<file path="src/rtl/irq_comb_pkg.sv">
package irq_comb_pkg;

    localparam int LANES       = 4;
    localparam int SRC_PER_GRP = 8;
    localparam int WORD_W      = LANES * SRC_PER_GRP;
    localparam int OFS_W       = 4;

    typedef enum logic [1:0] {
        REG_NONE   = 2'd0,
        REG_EN_SET = 2'd1,
        REG_EN_CLR = 2'd2,
        REG_STATUS = 2'd3
    } reg_sel_e;

    typedef struct packed {
        logic                   set_we;
        logic                   clr_we;
        logic [SRC_PER_GRP-1:0] bits;
    } grp_wr_s;

    function automatic reg_sel_e offset_to_sel(input logic [OFS_W-1:0] ofs);
        case (ofs)
            4'h0:    return REG_EN_SET;
            4'h4:    return REG_EN_CLR;
            4'hC:    return REG_STATUS;
            default: return REG_NONE;
        endcase
    endfunction

endpackage

</file>
<file path="src/rtl/irq_comb_regdec.sv">
module irq_comb_regdec
    import irq_comb_pkg::*;
#(
    parameter int NUM_BANKS = 2,
    parameter int ADDR_W    = 8
) (
    input  logic [ADDR_W-1:0]    addr,
    output reg_sel_e             sel,
    output logic [NUM_BANKS-1:0] bank_hit
);
    localparam int BANK_W = ADDR_W - OFS_W;

    logic [BANK_W-1:0] bank_field;

    assign bank_field = addr[ADDR_W-1:OFS_W];
    assign sel        = offset_to_sel(addr[OFS_W-1:0]);

    for (genvar b = 0; b < NUM_BANKS; b++) begin : g_bank
        assign bank_hit[b] = (bank_field == BANK_W'(b));
    end

endmodule

</file>
<file path="src/rtl/irq_comb_group.sv">
module irq_comb_group
    import irq_comb_pkg::*;
(
    input  logic                   clk,
    input  logic                   rst,
    input  logic [SRC_PER_GRP-1:0] src,
    input  grp_wr_s                wr,
    output logic [SRC_PER_GRP-1:0] en,
    output logic [SRC_PER_GRP-1:0] status,
    output logic                   irq
);
    always_ff @(posedge clk) begin
        if (rst)            en <= '0;
        else if (wr.set_we) en <= en | wr.bits;
        else if (wr.clr_we) en <= en & ~wr.bits;
    end

    assign status = src & en;

    always_ff @(posedge clk) begin
        if (rst) irq <= 1'b0;
        else     irq <= |status;
    end

    // reset leaves every source disabled
    p_reset_clears_r1: assert property (@(posedge clk) rst |=> (en == '0));

    // written ones become enabled
    p_set_bits_r2: assert property (@(posedge clk) disable iff (rst)
        wr.set_we |=> ((en & $past(wr.bits)) == $past(wr.bits)));

    // zero bits of a set write keep their old value
    p_set_zero_keeps_r2: assert property (@(posedge clk) disable iff (rst)
        wr.set_we |=> ((en & ~$past(wr.bits)) == ($past(en) & ~$past(wr.bits))));

    // written ones become disabled, others unchanged
    p_clr_bits_r3: assert property (@(posedge clk) disable iff (rst)
        (wr.clr_we && !wr.set_we) |=> (((en & $past(wr.bits)) == '0) &&
        ((en & ~$past(wr.bits)) == ($past(en) & ~$past(wr.bits)))));

    // without a write strobe the enables stay put
    p_hold_r7: assert property (@(posedge clk) disable iff (rst)
        (!wr.set_we && !wr.clr_we) |=> $stable(en));

    // output line follows the enabled sources one cycle later
    p_line_r6: assert property (@(posedge clk) disable iff (rst)
        1'b1 |=> (irq == |($past(src) & $past(en))));

endmodule

</file>
<file path="src/rtl/irq_group_combiner.sv">
module irq_group_combiner
    import irq_comb_pkg::*;
#(
    parameter int NUM_GROUPS = 8,
    parameter int ADDR_W     = 8
) (
    input  logic                              clk,
    input  logic                              rst,
    input  logic [NUM_GROUPS*SRC_PER_GRP-1:0] src_in,
    input  logic                              bus_wr,
    input  logic                              bus_rd,
    input  logic [ADDR_W-1:0]                 bus_addr,
    input  logic [WORD_W-1:0]                 bus_wdata,
    output logic [WORD_W-1:0]                 bus_rdata,
    output logic [NUM_GROUPS-1:0]             grp_irq
);
    localparam int NUM_BANKS = NUM_GROUPS / LANES;
    localparam int NUM_SRC   = NUM_GROUPS * SRC_PER_GRP;

    reg_sel_e             sel;
    logic [NUM_BANKS-1:0] bank_hit;
    logic [NUM_SRC-1:0]   en_all;
    logic [NUM_SRC-1:0]   stat_all;
    logic [WORD_W-1:0]    rd_word;

    irq_comb_regdec #(
        .NUM_BANKS (NUM_BANKS),
        .ADDR_W    (ADDR_W)
    ) u_dec (
        .addr     (bus_addr),
        .sel      (sel),
        .bank_hit (bank_hit)
    );

    for (genvar g = 0; g < NUM_GROUPS; g++) begin : g_grp
        grp_wr_s wr;
        assign wr.set_we = bus_wr && (sel == REG_EN_SET) && bank_hit[g / LANES];
        assign wr.clr_we = bus_wr && (sel == REG_EN_CLR) && bank_hit[g / LANES];
        assign wr.bits   = bus_wdata[(g % LANES)*SRC_PER_GRP +: SRC_PER_GRP];

        irq_comb_group u_grp (
            .clk    (clk),
            .rst    (rst),
            .src    (src_in[g*SRC_PER_GRP +: SRC_PER_GRP]),
            .wr     (wr),
            .en     (en_all[g*SRC_PER_GRP +: SRC_PER_GRP]),
            .status (stat_all[g*SRC_PER_GRP +: SRC_PER_GRP]),
            .irq    (grp_irq[g])
        );
    end

    always_comb begin
        rd_word = '0;
        for (int b = 0; b < NUM_BANKS; b++) begin
            if (bank_hit[b]) begin
                case (sel)
                    REG_EN_SET, REG_EN_CLR: rd_word = en_all[b*WORD_W +: WORD_W];
                    REG_STATUS:             rd_word = stat_all[b*WORD_W +: WORD_W];
                    default:                rd_word = '0;
                endcase
            end
        end
    end

    always_ff @(posedge clk) begin
        if (rst)         bus_rdata <= '0;
        else if (bus_rd) bus_rdata <= rd_word;
        else             bus_rdata <= '0;
    end

    // idle cycles drive zero read data
    p_idle_rdata_r5: assert property (@(posedge clk) disable iff (rst)
        !bus_rd |=> (bus_rdata == '0));

    // reads outside the register set return zero
    p_hole_read_zero_r7: assert property (@(posedge clk) disable iff (rst)
        (bus_rd && ((sel == REG_NONE) || (bank_hit == '0))) |=> (bus_rdata == '0));

    // outputs quiet after reset
    p_reset_outputs_r1: assert property (@(posedge clk)
        rst |=> ((grp_irq == '0) && (bus_rdata == '0)));

endmodule

</file>
<file path="config.mk">
export PLATFORM = sky130hd
export DESIGN_NAME = irq_group_combiner
export DESIGN_NICKNAME = d
export VERILOG_FILES = /design/src/rtl/irq_comb_pkg.sv /design/src/rtl/irq_comb_regdec.sv /design/src/rtl/irq_comb_group.sv /design/src/rtl/irq_group_combiner.sv
export SDC_FILE = /design/constraint.sdc
export NUM_CORES = 1
export LEC_CHECK = 0
export ABC_CLOCK_PERIOD_IN_PS = 1800
export BUFFER_PORTS_ARGS = -buffer_cell sky130_fd_sc_hd__buf_2
export CAP_MARGIN = 20
export CORE_AREA = 2 2 107 109
export CTS_BUF_LIST = sky130_fd_sc_hd__clkbuf_8
export DETAILED_ROUTE_END_ITERATION = 10
export DIE_AREA = 0 0 109 111
export PLACE_DENSITY_LB_ADDON = 0.2
export SLEW_MARGIN = 20
export SYNTH_ARGS = -nofsm -noshare
export SYNTH_HDL_FRONTEND = slang
export SYNTH_SLANG_ARGS = --single-unit
</file>
<file path="constraint.sdc">
create_clock -name clk -period 1.8 [get_ports clk]
set_input_delay 0.18 -clock clk [delete_from_list [all_inputs] [get_ports clk]]
set_output_delay 0.18 -clock clk [all_outputs]
set_load 0.01 [all_outputs]
</file>
==> flow_metrics.py <==
metrics = {
    "run_status": {
        "status": "finished, final reports clean",
    },
    "clocking": {
        "clock_latency_ps": 360,
        "hold_buffers": 0,
        "postCtsResizedCells": 0,
        "cts-root-buf": "clkbuf_8",
        "post_cts_buffers": 0,
        "cts_buffers": 9,
        "h-tree-depth": 3,
        "cts_tree": "built",
        "cts.sinks": 104,
        "clk_pin_slew_ps": 90,
        "clk_path_buf_depth": 2,
    },
    "timing": {
        "fin_tns_setup_ps": 0,
        "hold_viol": 0,
        "setup_slack_ps": 88.0,
        "period_share_pct": 95.1,
        "fin_skew_ps": 6.70,
        "rsz0062_at_grt": "no",
        "final-setup-viol-count": 0,
        "maxSlewHeadroom_pct": 49.6,
        "report.final.slew_viol_count": 0,
        "clock.fmax_mhz": 584,
        "period_needed_ps": 1710,
        "worstMarginPinSlew_ps": 756,
    },
    "synthesis": {
        "synth_top_family_by_area": "compound AO/OA/AOI/OAI gates",
        "synth-xor-area-share_pct": 0.165,
        "synth-seq-cells": 104,
        "synthMuxAreaShare_pct": 0,
        "yosysSeqAreaShare_pct": 39.3,
        "yosysWarnings": 0,
        "synth_fa_ha_area_share_pct": 0.945,
        "synth_edf_count": 0,
        "synth-simple-area-share_pct": 13.3,
        "syn-cell-area_sq_um": 5300,
        "ys.flop_type": "dfxtp_1",
        "syn_avg_cell_area_sq_um": 8.64,
        "synth_nets": 725,
        "synth_compound_area_share_pct": 40.6,
        "synth_async_sr_flop_share_pct": 0,
        "netlist_instances": 613,
        "ys_types": 30,
    },
    "pwr": {
        "power_density_nw_per_um2": 660,
        "switching_power_mw": 1.08,
        "p_leak_nw": 2.38,
        "p_comb_share_pct": 14.2,
        "p_clk_share_pct": 31.0,
        "p_sw_share_pct": 25.7,
        "ir_drop_uv": 330,
        "power_frac_seq_pct": 54.9,
        "internal_power_mw": 3.12,
    },
    "worst_setup_path": {
        "start_kind": "input pin",
        "critical_path_class": "input pin to flop",
        "arrival_ps": 1990,
        "cp_data_required_time_ps": 2080,
        "crit_chain": "buf_2 -> xnor2_1 -> and2_1 -> inv_1 -> ha_1 -> or3b_2 -> or2_4 -> o22ai_2",
        "cp_max_fo": 22,
        "cpMaxStageDelayCell": "or3b_2",
        "slowest_delay_ps": 520,
        "end_kind": "flop",
    },
    "floorplan": {
        "rows": 39,
        "initial_core_util_pct": 47.8,
        "dieWidth_microns": 109,
        "io_pins": 148,
        "dieArea_sq_um": 12100,
        "core_area_sq_um": 11100,
        "dieHeight_microns": 111,
    },
    "global_routing": {
        "grtUsageTotal_pct": 26.6,
        "met3_usage_pct": 4.29,
        "grt_pass1_vias": 5147,
        "grt-ovfl-total": 0,
        "grt_max_degree": 73,
        "antenna_found_initial": 1,
        "use_met2_pct": 43.5,
        "met1_usage_pct": 34.3,
        "grt_first_pass_wirelength_microns": 25500,
        "grt_busiest_layer": "met2",
    },
    "final_layout": {
        "layout.nets": 846,
        "nFillCells": 1014,
        "syn_to_final_growth_pct": 20.2,
        "layout-drive-gt1-share_pct": 38.3,
        "ff_latch_area_sq_um": 2080,
        "multi_input_area_sq_um": 2920,
        "final_area_sq_um": 6370,
    },
    "place": {
        "io_buffers": 147,
        "dpl.hpwl_microns": 11600,
        "placed_cell_area_sq_um": 6200,
        "post-place-ws_ps": -254,
        "routabilityCongestion": 0.827,
    },
    "drt": {
        "drt_iter0_markers": 327,
        "vias": 5320,
        "wl_per_cell_microns": 18.5,
        "via_per_inst": 6.02,
        "drcViolationCount": 0,
        "first_pass_iters": 5,
        "routed_wl_microns": 16300,
        "ant_nets": 0,
    },
    "worst_hold_path": {
        "min_path_type": "input pin to flop",
    },
    "run": {
        "drv_cap": 0,
    },
}
## cell type report
type                    instances  area share [%]
multi-input cells             442            45.9
flip-flops and latches        104            32.7
repair buffers                175            15.8
well taps                     143            2.81
clock buffers                  10            2.16
clock inverters                 6           0.432
inverters                       2           0.118
diodes                          1          0.0393
## placed cells by master, fill, tap and decap left out
cell,instances
a21bo_2,64
a21oi_1,74
a22oi_1,32
a41oi_1,8
and2_1,1
and3_1,1
and3b_1,1
buf_12,5
buf_2,147
buf_4,23
clkbuf_8,10
clkinv_2,4
dfxtp_1,104
diode_2,1
ha_1,3
ha_2,1
inv_1,4
nand2_1,45
nand3_1,84
nor2_1,1
nor3_4,1
nor4_2,1
nor4b_2,1
o211ai_1,32
o21ai_0,64
o22ai_1,1
o22ai_2,21
or2_4,2
or3b_2,1
or4_4,1
or4b_4,1
xnor2_1,1
## Yosys cell counts (2+ instances only)
cell	count	area, sq um
buf_2	2	10.0
o211ai_1	32	240
or2_4	2	17.5
clkbuf_1	50	188
a41oi_1	8	70.1
ha_1	4	50.1
inv_1	2	7.51
buf_1	2	7.51
buf_4	9	67.6
a21oi_1	74	370
buf_6	2	22.5
o21ai_0	64	320
nand3_1	84	420
nand2_1	45	169
a21bo_2	64	641
dfxtp_1	104	2080
o22ai_2	21	263
a22oi_1	32	240
## power by group through the flow
stage	Combinational, mW	Clock, mW	Sequential, mW
floorplan	0.312	0	2.36
global placement	0.572	0	2.36
detailed placement	0.584	0	2.36
CTS	0.589	1.32	2.31
global route	0.641	1.42	2.31
finish	0.595	1.30	2.31
## worst paths after layout
| check | startpoint | to | slack, ps | cells after the start |
|---|---|---|---|---|
| worst min-delay path | bus_wdata[1] | flop | 90 | 3 |
| worst min register to register | flop | bus_rdata[20] | 490 | 2 |
| worst max-delay path | bus_addr[3] | bus_rdata[6] | 90 | 8 |
| worst max register to register | flop | g_grp[2].u_grp.irq | 880 | 2 |
## worst max-delay path, delay by kind of cell
family	cells	cell delay [ps]
XOR/XNOR	1	130
AO/OA/AOI/OAI	1	220
adder cells (fa/ha/maj)	1	210
buffers and inverters	2	160
AND/OR/NAND/NOR	3	1090
## kinds of logic (layout without fill, tap and decap cells)
logic type	after synthesis	count (layout)
simple gates	141	141
buf+inv	67	193
flops	104	104
xor+xnor	1	1
other cells	0	1
fa+ha+maj	4	4
compound gates	296	296
## routing by layer
layer / wire length [microns] / share of wire [%]
met1: 6850 / 42
met2: 8080 / 49
met3: 1010 / 6.2
met4: 393 / 2.4
met5: 0 / 0
## per-stage QoR
stage / cells / power (mW) / util [%] / hold slack [ps]
after global placement: 866 / 2.93 / 56.0 / 462
after floorplan: 613 / 2.67 / - / 332
final: 883 / 4.20 / 57.5 / 87.3
after global routing: 883 / 4.37 / 57.5 / 89.0
after CTS: 882 / 4.22 / 57.4 / 75.1
after detailed placement: 866 / 2.94 / 56.0 / 468
(Power assumes the default switching activity.)
